--- src/rtl/ep_irq_pkg.sv ---
package ep_irq_pkg;
  parameter int unsigned SIE_STAT_W = 8;
  typedef logic [SIE_STAT_W-1:0] sie_stat_t;
  typedef enum logic [0:0] {
    SEQ_IDLE = 1'b0,
    SEQ_BUSY = 1'b1
  } seq_state_t;
endpackage

--- src/rtl/ep_irq_status_regs.sv ---
module ep_irq_status_regs #(
  parameter int unsigned NUM_EP = 32
) (
  input  logic              clk,
  input  logic              rst_n,
  input  logic [NUM_EP-1:0] ep_event,
  input  logic              en_wr,
  input  logic [NUM_EP-1:0] en_wdata,
  input  logic [NUM_EP-1:0] clr_vec,
  output logic [NUM_EP-1:0] irq_status,
  output logic [NUM_EP-1:0] dma_req_status,
  output logic [NUM_EP-1:0] ep_int_en
);
  logic [NUM_EP-1:0] slave_hits;
  logic [NUM_EP-1:0] dma_hits;

  assign slave_hits = ep_event & ep_int_en;
  assign dma_hits   = ep_event & ~ep_int_en;

  always_ff @(posedge clk or negedge rst_n) begin
    if (!rst_n) begin
      ep_int_en      <= '0;
      irq_status     <= '0;
      dma_req_status <= '0;
    end else begin
      if (en_wr) ep_int_en <= en_wdata;
      // a new event outranks a clear on the same edge
      irq_status     <= (irq_status & ~clr_vec) | slave_hits;
      dma_req_status <= dma_req_status | dma_hits;
    end
  end
endmodule

--- src/rtl/ep_clr_pending.sv ---
module ep_clr_pending #(
  parameter int unsigned NUM_EP = 32,
  parameter int unsigned IDX_W  = $clog2(NUM_EP)
) (
  input  logic              clk,
  input  logic              rst_n,
  input  logic              clr_wr,
  input  logic [NUM_EP-1:0] clr_wdata,
  input  logic [NUM_EP-1:0] done_vec,
  output logic [NUM_EP-1:0] pending,
  output logic              any_pending,
  output logic [IDX_W-1:0]  low_idx,
  output logic              last_one
);
  function automatic logic [IDX_W-1:0] lowest_set(input logic [NUM_EP-1:0] v);
    logic [IDX_W-1:0] r;
    r = '0;
    for (int i = NUM_EP - 1; i >= 0; i--) begin
      if (v[i]) r = IDX_W'(i);
    end
    return r;
  endfunction

  logic [NUM_EP-1:0] remain;
  logic [NUM_EP-1:0] added;

  assign remain      = pending & ~done_vec;
  assign added       = clr_wr ? clr_wdata : '0;
  assign any_pending = |pending;
  assign low_idx     = lowest_set(pending);
  assign last_one    = ~|remain;

  always_ff @(posedge clk or negedge rst_n) begin
    if (!rst_n) pending <= '0;
    else        pending <= remain | added;
  end
endmodule

--- src/rtl/ep_sie_cmd_fsm.sv ---
module ep_sie_cmd_fsm
  import ep_irq_pkg::*;
#(
  parameter int unsigned NUM_EP = 32,
  parameter int unsigned IDX_W  = $clog2(NUM_EP)
) (
  input  logic             clk,
  input  logic             rst_n,
  input  logic             any_pending,
  input  logic [IDX_W-1:0] low_idx,
  input  logic             last_one,
  input  logic             wr_nonzero,
  input  logic             sie_ack,
  input  sie_stat_t        sie_status,
  output logic             sie_req,
  output logic [IDX_W-1:0] sie_ep_idx,
  output logic             done_pulse,
  output logic             cmd_data_full,
  output sie_stat_t        cmd_data
);
  seq_state_t       st;
  logic             cap_valid;
  logic [IDX_W-1:0] cap_idx;
  logic             seq_end;
  logic             take_status;

  assign done_pulse  = (st == SEQ_BUSY) && sie_ack;
  assign seq_end     = done_pulse && last_one && !wr_nonzero;
  assign take_status = done_pulse && (!cap_valid || (sie_ep_idx < cap_idx));

  always_ff @(posedge clk or negedge rst_n) begin
    if (!rst_n) begin
      st         <= SEQ_IDLE;
      sie_req    <= 1'b0;
      sie_ep_idx <= '0;
    end else begin
      case (st)
        SEQ_IDLE: if (any_pending) begin
          st         <= SEQ_BUSY;
          sie_req    <= 1'b1;
          sie_ep_idx <= low_idx;
        end
        SEQ_BUSY: if (sie_ack) begin
          st      <= SEQ_IDLE;
          sie_req <= 1'b0;
        end
        default: st <= SEQ_IDLE;
      endcase
    end
  end

  always_ff @(posedge clk or negedge rst_n) begin
    if (!rst_n) begin
      cmd_data_full <= 1'b0;
      cmd_data      <= '0;
      cap_valid     <= 1'b0;
      cap_idx       <= '0;
    end else begin
      if (wr_nonzero)   cmd_data_full <= 1'b0;
      else if (seq_end) cmd_data_full <= 1'b1;
      if (take_status) begin
        cmd_data <= sie_status;
        cap_idx  <= sie_ep_idx;
      end
      if (done_pulse) cap_valid <= !seq_end;
    end
  end
endmodule

--- src/rtl/ep_irq_clear_seq.sv ---
module ep_irq_clear_seq
  import ep_irq_pkg::*;
#(
  parameter int unsigned NUM_LOGICAL = 16,
  parameter int unsigned NUM_EP      = 2 * NUM_LOGICAL,
  parameter int unsigned IDX_W       = $clog2(NUM_EP)
) (
  input  logic              clk,
  input  logic              rst_n,
  input  logic [NUM_EP-1:0] ep_event,
  input  logic              en_wr,
  input  logic [NUM_EP-1:0] en_wdata,
  input  logic              clr_wr,
  input  logic [NUM_EP-1:0] clr_wdata,
  output logic [NUM_EP-1:0] clr_rdata,
  output logic              sie_req,
  output logic [IDX_W-1:0]  sie_ep_idx,
  input  logic              sie_ack,
  input  logic [7:0]        sie_status,
  output logic [NUM_EP-1:0] ep_int_en,
  output logic [NUM_EP-1:0] irq_status,
  output logic [NUM_EP-1:0] dma_req_status,
  output logic              cmd_data_full,
  output logic [7:0]        cmd_data,
  output logic              irq_out
);
  logic [NUM_EP-1:0] pending;
  logic              any_pending;
  logic [IDX_W-1:0]  low_idx;
  logic              last_one;
  logic              done_pulse;
  logic [NUM_EP-1:0] done_vec;
  logic              wr_nonzero;

  assign wr_nonzero = clr_wr && (|clr_wdata);
  assign done_vec   = done_pulse ? (NUM_EP'(1) << sie_ep_idx) : '0;
  assign clr_rdata  = '0;
  assign irq_out    = |irq_status;

  ep_irq_status_regs #(.NUM_EP(NUM_EP)) u_regs (
    .clk(clk), .rst_n(rst_n), .ep_event(ep_event),
    .en_wr(en_wr), .en_wdata(en_wdata), .clr_vec(done_vec),
    .irq_status(irq_status), .dma_req_status(dma_req_status),
    .ep_int_en(ep_int_en)
  );

  ep_clr_pending #(.NUM_EP(NUM_EP), .IDX_W(IDX_W)) u_pend (
    .clk(clk), .rst_n(rst_n), .clr_wr(clr_wr), .clr_wdata(clr_wdata),
    .done_vec(done_vec), .pending(pending), .any_pending(any_pending),
    .low_idx(low_idx), .last_one(last_one)
  );

  ep_sie_cmd_fsm #(.NUM_EP(NUM_EP), .IDX_W(IDX_W)) u_fsm (
    .clk(clk), .rst_n(rst_n), .any_pending(any_pending), .low_idx(low_idx),
    .last_one(last_one), .wr_nonzero(wr_nonzero), .sie_ack(sie_ack),
    .sie_status(sie_status), .sie_req(sie_req), .sie_ep_idx(sie_ep_idx),
    .done_pulse(done_pulse), .cmd_data_full(cmd_data_full),
    .cmd_data(cmd_data)
  );
endmodule

--- config.mk ---
export PLATFORM = sky130hd
export DESIGN_NAME = ep_irq_clear_seq
export DESIGN_NICKNAME = d
export VERILOG_FILES = /design/src/rtl/ep_irq_pkg.sv /design/src/rtl/ep_irq_status_regs.sv /design/src/rtl/ep_clr_pending.sv /design/src/rtl/ep_sie_cmd_fsm.sv /design/src/rtl/ep_irq_clear_seq.sv
export SDC_FILE = /design/constraint.sdc
export NUM_CORES = 1
export LEC_CHECK = 0
export CAP_MARGIN = 5
export CORE_MARGIN = 4
export CORE_UTILIZATION = 45
export DETAILED_ROUTE_END_ITERATION = 16
export PLACE_DENSITY = 0.81
export SYNTH_ARGS = -nofsm -noshare
export SYNTH_HDL_FRONTEND = slang
export SYNTH_SLANG_ARGS = --single-unit
--- constraint.sdc ---
create_clock -name clk -period 2 [get_ports clk]
set_input_delay 0.6 -clock clk [delete_from_list [all_inputs] [get_ports clk]]
set_output_delay 0.6 -clock clk [all_outputs]
set_load 0.05 [all_outputs]
### Word level (Yosys, flattened, before mapping)

Index checks and enable logic that the tools add are counted.

| storage, ports and cells | value |
|---|---|
| bits in registers | 150 |
| bits of input ports | 109 |
| output and inout bits | 144 |
| word-level logic and storage cells | 84 |

| cells by class | value |
|---|---|
| order comparisons | 1 |
| equal/unequal tests | 2 |
| shift operators | 1 |
| multiplexer cells | 42 |
| bitwise gates (word level) | 10 |
| reduce and logical (&&, ||, !) cells | 17 |

Operator list:

| operator | count |
|---|---|
| $mux 5 | 32 |
| $and 32x32->32 | 4 |
| $reduce_or 32->1 | 4 |
| $or 32x32->32 | 3 |
| $mux 32 | 2 |
| $not 32->32 | 2 |
| $shl 1x5->32 const A | 1 |
| $mux 1 | 6 |
| $logic_and 1x1->1 | 5 |
| $lt 5x5->1 | 1 |
| $logic_not 1->1 | 4 |
| $ne 2x2->1 const B | 2 |
| $pmux 1 s2 | 2 |
| $reduce_and 2->1 | 2 |
| $reduce_bool 2->1 | 1 |
| $logic_or 1x1->1 | 1 |
| $not 1->1 | 1 |

### Logic depth before layout (Yosys ltp)

Gate-level depths: netlist (run 1).

| depth | value |
|---|---|
| depth in word-level cells | 32 |
| mapped depth | 8 |
| depth with buffers taken out | 7 |

### By module

From an unflattened synthesis (run 1), not the netlist that was laid out.

| second synthesis, totals | value |
|---|---|
| cell total of the unflattened synthesis | 702 |
| area, all modules | 7028.0 µm² |

By module, submodules not included:

| module | instances | cells each | area each (µm²) | seq. area each (µm²) |
|---|---|---|---|---|
| ep_irq_status_regs | 1 | 327 | 3642.2 | 2402.3 |
| ep_clr_pending | 1 | 196 | 1710.4 | 800.8 |
| ep_sie_cmd_fsm | 1 | 71 | 1029.7 | 550.5 |
| ep_irq_clear_seq | 1 | 108 | 645.6 | 0.0 |

### Least setup slack after synthesis (run 1)

No wires, ideal clock.

| path | value |
|---|---|
| kind | reg2reg |
| from | reg u_fsm.sie_ep_idx[1] |
| to | reg u_fsm.cap_idx[2] |
| library setup time | 0.125 ns |
| arrival time | 2.048 ns |
| data required time | 1.875 ns |
| slack | -0.173 ns |
| stages on the path, launching flop included | 8 |
| buffers on the path | 1 |
| clock period less this slack | 2.173 ns |
| cell sequence | dfrtp_1 -> ha_1 -> a21o_1 -> a21o_1 -> a21oi_2 -> o211ai_2 -> buf_6 -> mux2_4 |

| between the ends | value |
|---|---|
| longest elaborated chain between the ends | 3 |

RTL lines:

| item | line | text |
|---|---|---|
| from (decl) | ep_sie_cmd_fsm.sv:16 | `output logic [IDX_W-1:0] sie_ep_idx,` |
| from (signal assigned) | ep_sie_cmd_fsm.sv:41 | `sie_ep_idx <= low_idx;` |
| $lt 5x5->1 | ep_sie_cmd_fsm.sv:29 | `assign take_status = done_pulse && (!cap_valid \|\| (sie_ep_idx < cap_idx));` |
| $logic_or 1x1->1 | ep_sie_cmd_fsm.sv:29 |  |
| $logic_and 1x1->1 | ep_sie_cmd_fsm.sv:29 |  |
| to (signal assigned) | ep_sie_cmd_fsm.sv:63 | `cap_idx <= sie_ep_idx;` |
| to (decl) | ep_sie_cmd_fsm.sv:23 | `logic [IDX_W-1:0] cap_idx;` |

Every way passes these cells.
A chain may end at the register's enable or synchronous reset.

### Final worst setup path (run 1)

| path | value |
|---|---|
| from | reg u_regs.irq_status[2] |
| to | out irq_out |

| between the ends | value |
|---|---|
| longest elaborated chain between the ends | 1 |

RTL lines:

| item | line | text |
|---|---|---|
| from (decl) | ep_irq_status_regs.sv:10 | `output logic [NUM_EP-1:0] irq_status,` |
| from (signal assigned) | ep_irq_status_regs.sv:28 | `irq_status <= (irq_status & ~clr_vec) \| slave_hits;` |
| $reduce_or 32->1 | ep_irq_clear_seq.sv:38 | `assign irq_out = \|irq_status;` |
| to (decl) | ep_irq_clear_seq.sv:25 | `output logic irq_out` |

Every way passes these cells.

==> results of run 1 <==
metal layers:
layer,share of wire (%),track usage (%),wire (um),vias up
met5,0,0,0,-
met4,1.2,5.66,278,0
met3,7.2,6.41,1630,22
met2,49,41.2,11100,254
met1,42,33.8,9570,3121
li1,-,-,-,2929
through the flow:
step / instances / setup TNS (ns)
floorplan: 679 / 0
detailed placement: 1130 / -13.59
global route: 1174 / -0.728
finish: 1174 / -0.529
global placement: 1130 / -13.48
CTS: 1169 / -0.549
state kept, by name (all words and copies together), names as in the netlist:
name,cells
u_regs.ep_int_en,32
u_fsm.st,1
u_regs.dma_req_status,32
u_fsm.sie_ep_idx,5
u_regs.irq_status,32
u_fsm.cmd_data,8
u_fsm.cap_idx,5
u_pend.pending,32
u_fsm.cap_valid,1
u_fsm.sie_req,1
u_fsm.cmd_data_full,1
what timing repair did:
item | 4_1_cts | 5_1_grt
pin swaps | 7 | 8
cloned | 0 | 1
buffers inserted | 7 | 4
setup endpoints to repair | 3 | 13
gates resized for setup | 12 | 12
layout make-up:
class,instances,area share [%]
Sequential cell,150,35.6
Timing Repair Buffer,333,28.0
Multi-Input combinational cell,421,26.7
Clock buffer,17,4.03
Tap cell,188,2.23
Inverter,50,1.78
Clock inverter,15,1.61
synthesized netlist by cell type (3+ instances only):
cell,instances,area [um^2]
mux2i_1,5,50.1
inv_1,50,188
a21boi_0,3,22.5
nand2_1,71,267
nor2b_1,4,25.0
mux2_4,9,135
a32oi_1,3,26.3
clkbuf_1,13,48.8
a21o_1,35,263
a21oi_1,13,65.1
dfrtp_1,150,3750
buf_2,4,20.0
nand3_1,11,55.1
and2_1,5,31.3
mux2_2,3,33.8
nor4_1,25,156
nor2_1,24,90.1
a22o_1,61,534
nor3_1,8,40.0
o21ai_0,41,205
nand4_1,8,50.1
buf_6,7,78.8
buf_4,34,255
a41oi_1,5,43.8
ha_1,4,50.1
where the power goes:
group / total [mW] / switching [mW] / internal (mW)
Combinational: 4.13 / 2.32 / 1.81
Sequential: 3.85 / 0.425 / 3.42
Clock: 3.21 / 1.34 / 1.87
critical path: stages (launching register included):
cell,delay (ns)
dfrtp_1,0.38
nor4_2,0.30
buf_4,0.18
nand4_1,0.18
or2_4,0.29
buf_6,0.15
final timing paths:
| path | from | cells past startpoint | slack, ns | endpoint |
|---|---|---|---|---|
| max in group asynchronous | rst_n | 2 | 1.32 | u_regs.ep_int_en[20]$_DFFE_PN0P_ |
| hold / removal | rst_n | 1 | 0.13 | u_regs.ep_int_en[30]$_DFFE_PN0P_ |
| setup reg to reg | u_fsm.sie_ep_idx[0]$_DFFE_PN0P_ | 7 | -0.02 | u_fsm.cap_valid$_DFFE_PN0P_ |
| hold reg to reg | u_regs.dma_req_status[25]$_DFF_PN0_ | 1 | 0.46 | u_regs.dma_req_status[25]$_DFF_PN0_ |
| setup / recovery | u_regs.irq_status[2]$_DFF_PN0_ | 5 | -0.51 | irq_out |
| min in group clk | u_regs.dma_req_status[25]$_DFF_PN0_ | 1 | 0.46 | u_regs.dma_req_status[25]$_DFF_PN0_ |
cell families (layout without fill, tap and decap cells):
| group | Yosys count | count (layout) |
|---|---|---|
| buf+inv | 108 | 415 |
| simple gates | 180 | 180 |
| other cells | 1 | 32 |
| compound gates | 188 | 188 |
| mux | 17 | 17 |
| flops | 150 | 150 |
| fa+ha+maj | 4 | 4 |
==> run metrics, run 1 <==
Pre-antenna DRT Iters=7; share of cells above drive strength 1=31.1%; total power=11.2 mW; detailed placement HPWL=17200 um; CTS tree=built; status=finished with violations; Wirelength per Cell=19.3 um; LEAKAGE=4.73 nW; Starting Density=45.8%; worst vdd ir=947 uV; final core utilization=69.7%; n_diodes=0; row count=45; Placeable Area=15100 um^2; # fillers=1118; Post-synth EDFFs=0; Synth Area in Compound Gates=20.1%; fraction of the mapped netlist area in adder cells=0.721%; Design Area, Final=10600 um^2; I/O pin total=253; hold_ws=0.129 ns; Seq cells post-synth=150; Die H=132 um; worst-margin pin slew=0.545 ns; Clock Latency Late Sink=0.43 ns; most frequent cells in the layout=buf_4, dfrtp_1, clkdlybuf4s50_1, nand2_1, a22o_1; fmax=398 MHz; Area Overhead vs Synth=52.0%; crit end category=primary output; initial antenna violation count=0; FF+latch area=3760 um^2; Worst Setup Start Kind=register; GRT Util Overall=25.1%; cell area after placement=9750 um^2; vias in the first global route=6303; Synth Instances=648; largest net degree at the start of global routing=65; fin worst setup slack=-0.514 ns; DRT antenna net count=0; Netlist cell types=66; Buffers on Ports=220; Tcrit/Tclk final=126%; Ys Warns=0; Slew Limit Fails=0; ys flop type=dfrtp_1; post-layout minimum cycle time=2.51 ns; Mean Syn Cell Area=10.7 um^2; unrepaired setup endpoints after global routing=yes; Die ar.=17500 um^2; multi-input logic area=2820 um^2; largest family of logic cells by synthesized area=compound AO/OA/AOI/OAI gates; CTS Buf Count=17; Power Dens Cells=1060 nW/um^2; post-synthesis mux area share=3.15%; failing checks=negative setup slack; Crit Path Category=reg -> out; routability congestion estimate=0.895; Layout Skew=0.0123 ns; Final Setup Violations=2; Clock Sinks=150; Longest Clk Path Bufs=2; clock transition at the registers of the reported paths=0.07 ns; Iter 0 DRT Violations=528; simple-gate share of the synthesized area=13.4%; worst endpoint required time=1.40 ns; CTS H-Tree Depth=4; Worst Path Arrival=1.91 ns; Root Driver=clkbuf_16; post-synthesis instance area=6940 um^2; post-synthesis sequential area ratio=54.1%; hold crit path type=in -> async; total global routing overflow=0; drt total wl=22600 um; Die X-Extent=132 um; global-route wire length before repair=34700 um; Final Hold Fails=0; Final nets=1086; Slew HR=62.7%; worst-path maximum fanout=2; Synth Area in XOR/XNOR=0%; Setup WS pre-CTS=-0.582 ns; maxcap violations=0; CTS Hold Bufs=0; commonest non-fill, non-tap cell in the layout=buf_4; ys async rst share=100%; Vias=6326; Via density=5.39; # DRC=0
(Power assumes the default switching activity.)
==> run 2, diff against run 1 <==
--- a/config.mk
+++ b/config.mk
@@ -13,3 +13,4 @@
 export SYNTH_ARGS = -nofsm -noshare
 export SYNTH_HDL_FRONTEND = slang
 export SYNTH_SLANG_ARGS = --single-unit
+export TNS_END_PERCENT = 50
==> run 2 against run 1 <==
Effect of this change: the flow still finishes with violations (negative setup slack); critical path depth is the same; cell count shrank 1.4%; worst setup slack gained 0.042 ns; highest routed layer unchanged.
==> run metrics, run 2 (synthesis gave the netlist of run 1 again) <==
status=finished with violations; failing checks=negative setup slack; met2 WL=10900 um; Slew Limit Fails=0; GRT Util Overall=24.8%; Longest Clk Path Bufs=2; commonest non-fill, non-tap cell in the layout=buf_4; fin worst setup slack=-0.472 ns; most frequent cells in the layout=buf_4, dfrtp_1, clkdlybuf4s50_1, nand2_1, a22o_1; Buffers on Ports=220; Crit Path Category=reg -> out; Comb power frac=36.4%; clock transition at the registers of the reported paths=0.06 ns; Iter 0 DRT Violations=539; Die H=132 um; Starting Density=45.8%; initial antenna violation count=0; crit-path max cell delay=0.39 ns; Met1 Wirelength=8840 um; CTS tree=built; Tcrit/Tclk final=124%; share of cells above drive strength 1=28.8%; Die ar.=17500 um^2; DR top layer=met4; total global routing overflow=0; row count=45; LEAKAGE=4.61 nW; Slew HR=65.8%; global-route wire length before repair=34200 um; I/O pin total=253; largest net degree at the start of global routing=65; vias in the first global route=6428; CP cell instances=nor4_2 > buf_4 > nand4_1 > or2_4 > buf_6; final core utilization=68.3%; Layout Skew=0.00961 ns; DRT antenna net count=0; Net Sw Power=4.02 mW; Internal Pwr Total=7.06 mW; Die X-Extent=132 um; routability congestion estimate=0.912; worst path bufs/invs=2; Root Driver=clkbuf_16; Wirelength per Cell=19.2 um; maxcap violations=0; Area Overhead vs Synth=49.0%; Worst Path Arrival=1.87 ns; Setup TNS=-0.472 ns; Vias=6284; drt total wl=22200 um; # DRC=0; cell area after placement=9620 um^2; CTS Buf Count=17; worst-path maximum fanout=2; fmax=404 MHz; Seq pwr share=34.8%; Final Setup Violations=1; Clock Sinks=150; Design Area, Final=10300 um^2; Pre-antenna DRT Iters=6; net switching fraction of the power=36.3%; clock group share of total power=28.8%; # fillers=1160; CTS Hold Bufs=0; worst vdd ir=709 uV; Final Hold Fails=0; Clock Latency Late Sink=0.42 ns; Power Dens Cells=1070 nW/um^2; post-layout minimum cycle time=2.47 ns; detailed placement HPWL=17100 um; crit-path leading delay family=simple AND/OR/NAND/NOR gates; Worst Setup Start Kind=register; Via density=5.43; n_diodes=0; crit end category=primary output; Placeable Area=15100 um^2; worst endpoint required time=1.40 ns; Final nets=1070; slowest stage cell, crit path=dfrtp_1; unrepaired setup endpoints after global routing=yes; met3 WL=1870 um; CTS H-Tree Depth=4; worst-margin pin slew=0.509 ns; hold crit path type=in -> async
## run 2: changes by cell type in the layout (fill, tap and decap cells not counted), moves of 2 or more
cell / before / now
buf_12: 13 / 11
inv_6: 3 / 5
clkbuf_8: 0 / 2
mux2_2: 0 / 3
buf_4: 210 / 194
nor2_1: 22 / 24
inv_8: 3 / 0
nor2_2: 2 / 0
mux2_4: 12 / 9
## run 2: cell type report
| type | instances | area [um^2] | area share, % |
|---|---|---|---|
| clock inverters | 12 | 141 | 1.37 |
| clock buffers | 19 | 453 | 4.38 |
| multi-input cells | 421 | 2760 | 26.7 |
| flip-flops and latches | 150 | 3760 | 36.4 |
| well taps | 188 | 235 | 2.27 |
| repair buffers | 317 | 2810 | 27.2 |
| inverters | 50 | 188 | 1.81 |
## run 2: worst paths after layout
kind / start / endpoint / slack (ns) / cells after the start
max: u_regs.irq_status[2]$_DFF_PN0_ / irq_out / -0.47 / 5
min: rst_n / u_fsm.cmd_data[7]$_DFFE_PN0P_ / 0.1 / 1
max reg2reg: u_fsm.sie_ep_idx[1]$_DFFE_PN0P_ / u_fsm.cap_valid$_DFFE_PN0P_ / 0.01 / 7
min reg2reg: u_regs.dma_req_status[23]$_DFF_PN0_ / u_regs.dma_req_status[23]$_DFF_PN0_ / 0.46 / 1
max in group asynchronous: rst_n / u_pend.pending[10]$_DFF_PN0_ / 1.33 / 2
min in group clk: u_regs.dma_req_status[23]$_DFF_PN0_ / u_regs.dma_req_status[23]$_DFF_PN0_ / 0.46 / 1
## run 2: stage by stage
stage	cells	hold slack, ns	power (mW)	setup slack, ns
floorplan	679	0.304	6.18	-0.00169
global placement	1118	0.439	7.65	-0.536
detailed placement	1118	0.446	7.70	-0.544
CTS	1150	0.0931	10.9	-0.504
global route	1157	0.109	11.5	-0.533
finish	1157	0.0957	11.1	-0.472
## run 2: what timing repair did
| action | CTS | global route |
|---|---|---|
| gates cloned | 0 | 1 |
| pin swaps | 2 | 4 |
| setup buffers | 1 | 6 |
| resized for setup | 6 | 5 |
| setup endpoints to repair | 3 | 16 |
## run 2: per-layer routing
metal / vias up / GRT usage (%)
met1: 3029 / 31.3
met3: 52 / 7.67
met2: 297 / 40.7
met5: - / 0
li1: 2906 / -
met4: 0 / 8.43
## run 2: power groups by stage
stage | Clock, mW | Sequential [mW] | Combinational, mW
floorplan | 0 | 4.69 | 1.49
global route | 3.40 | 3.92 | 4.22
global placement | 0 | 3.92 | 3.73
CTS | 3.26 | 3.88 | 3.79
finish | 3.19 | 3.86 | 4.03
detailed placement | 0 | 3.92 | 3.78
==> run 3, diff against run 2 <==
--- a/config.mk
+++ b/config.mk
@@ -13,4 +13,4 @@
 export SYNTH_ARGS = -nofsm -noshare
 export SYNTH_HDL_FRONTEND = slang
 export SYNTH_SLANG_ARGS = --single-unit
-export TNS_END_PERCENT = 50
+export TNS_END_PERCENT = 1
==> run 3 against run 2 <==
Effect of this change: the run still ends with negative setup slack left; critical path type unchanged; register-to-register slack lost 0.08 ns; combinational power shrank 4%; clock-buffer cell count shrank 2; sequential share of layout area shrank 0.20 points; die area is the same; total power shrank 0.80%; maximum frequency shrank 1.2%; cell count grew 0.61%; largest power group is now sequential cells; via count grew 1.2%; clock power grew 3%; sequential power is essentially flat; hold slack lost 0.018 ns.
==> run metrics, run 3 (synthesis gave the netlist of run 1 again) <==
# DRC=0; CTS H-Tree Depth=4; Die X-Extent=132 um; Clock Sinks=150; Starting Density=45.8%; Clock Latency Late Sink=0.43 ns; crit end category=primary output; Final Hold Fails=0; Area Overhead vs Synth=49.8%; Iter 0 DRT Violations=426; clock group share of total power=29.9%; CTS Buf Count=17; post-layout minimum cycle time=2.50 ns; Buffers on Ports=220; hold crit path type=in -> async; largest net degree at the start of global routing=65; fin worst setup slack=-0.501 ns; global-route wire length before repair=35300 um; final core utilization=68.7%; fmax=400 MHz; commonest non-fill, non-tap cell in the layout=buf_4; Crit Path Category=reg -> out; n_diodes=0; Power Dens Cells=1060 nW/um^2; worst-path maximum fanout=2; Longest Clk Path Bufs=2; DRT antenna net count=0; Seq pwr share=35.1%; net switching fraction of the power=36.4%; detailed placement HPWL=17300 um; Wirelength per Cell=19.4 um; failing checks=negative setup slack; Worst Path Arrival=1.90 ns; Pre-antenna DRT Iters=7; initial antenna violation count=0; Setup TNS=-0.613 ns; Comb power frac=35.0%; drt total wl=22600 um; total power=11.0 mW; Root Driver=clkbuf_16; vias in the first global route=6488; maxcap violations=0; CTS Hold Bufs=0; Tcrit/Tclk final=125%; share of cells above drive strength 1=29.6%; Slew HR=64.3%; clock transition at the registers of the reported paths=0.07 ns; Internal Pwr Total=7.00 mW; # fillers=1152; GRT Util Overall=25.6%; row count=45; routability congestion estimate=0.897; Final Setup Violations=3; Die H=132 um; most frequent cells in the layout=buf_4, dfrtp_1, clkdlybuf4s50_1, nand2_1, a22o_1; CTS tree=built; unrepaired setup endpoints after global routing=yes; status=finished with violations; worst endpoint required time=1.40 ns; LEAKAGE=4.64 nW; I/O pin total=253; Slew Limit Fails=0; Vias=6357; Die ar.=17500 um^2; Placeable Area=15100 um^2; Final nets=1078; total global routing overflow=0; Net Sw Power=4.00 mW; worst vdd ir=725 uV; Via density=5.46; Worst Setup Start Kind=register; Layout Skew=0.0136 ns; worst-margin pin slew=0.531 ns
run 3: final timing paths:
kind | startpoint | end | slack (ns) | cells past startpoint
worst min-delay path | rst_n | u_regs.ep_int_en[27]$_DFFE_PN0P_ | 0.08 | 1
worst max register to register | u_fsm.sie_ep_idx[1]$_DFFE_PN0P_ | u_fsm.cap_valid$_DFFE_PN0P_ | -0.07 | 7
max in group asynchronous | rst_n | u_regs.ep_int_en[14]$_DFFE_PN0P_ | 1.32 | 2
worst min register to register | u_regs.dma_req_status[25]$_DFF_PN0_ | u_regs.dma_req_status[25]$_DFF_PN0_ | 0.45 | 1
min in group clk | u_regs.dma_req_status[25]$_DFF_PN0_ | u_regs.dma_req_status[25]$_DFF_PN0_ | 0.45 | 1
worst max-delay path | u_regs.irq_status[4]$_DFF_PN0_ | irq_out | -0.50 | 5
run 3: through the flow:
stage	hold slack, ns	setup WS (ns)	area [um^2]	instances
floorplan	0.304	-0.0243	7060	679
detailed placement	0.445	-0.547	9730	1133
CTS	0.0694	-0.536	10400	1164
global route	0.0882	-0.590	10400	1164
global placement	0.440	-0.556	9730	1133
finish	0.0781	-0.501	10400	1164
run 3: routing by layer:
metal / up-vias / part of all wire, % / wire (um) / GRT usage, %
met5: - / 0 / 0 / 0
met4: 0 / 2.8 / 636 / 10.2
met3: 43 / 8.4 / 1890 / 7.37
met2: 302 / 48 / 10800 / 40.8
met1: 3110 / 41 / 9250 / 33.2
li1: 2902 / - / - / -
run 3: cell type report:
class / instances / area [um^2] / area share (%)
flip-flops and latches: 150 / 3760 / 36.2
repair buffers: 325 / 2850 / 27.4
multi-input cells: 421 / 2760 / 26.6
clock buffers: 17 / 425 / 4.09
well taps: 188 / 235 / 2.26
inverters: 50 / 188 / 1.80
clock inverters: 13 / 173 / 1.66
run 3: power groups by stage:
stage	Clock (mW)	Combinational [mW]	Sequential, mW
after floorplan	0	1.48	4.69
after global placement	0	3.77	3.89
after detailed placement	0	3.82	3.89
after CTS	3.34	3.83	3.85
after global routing	3.49	4.06	3.92
final	3.29	3.85	3.86
run 3: worst max-delay path, stage by stage (launching register included):
cell and delay, ns:
dfrtp_1 0.40, nor4_2 0.26, buf_4 0.16, nand4_1 0.20, or2_4 0.30, buf_6 0.15
run 3: repair_timing:
| item | 4_1_cts | 5_1_grt |
|---|---|---|
| pin swaps | 3 | 4 |
| resized for setup | 5 | 8 |
| setup buffers | 1 | 0 |
| endpoints found under the setup margin | 12 | 14 |
| cloned | 0 | 0 |
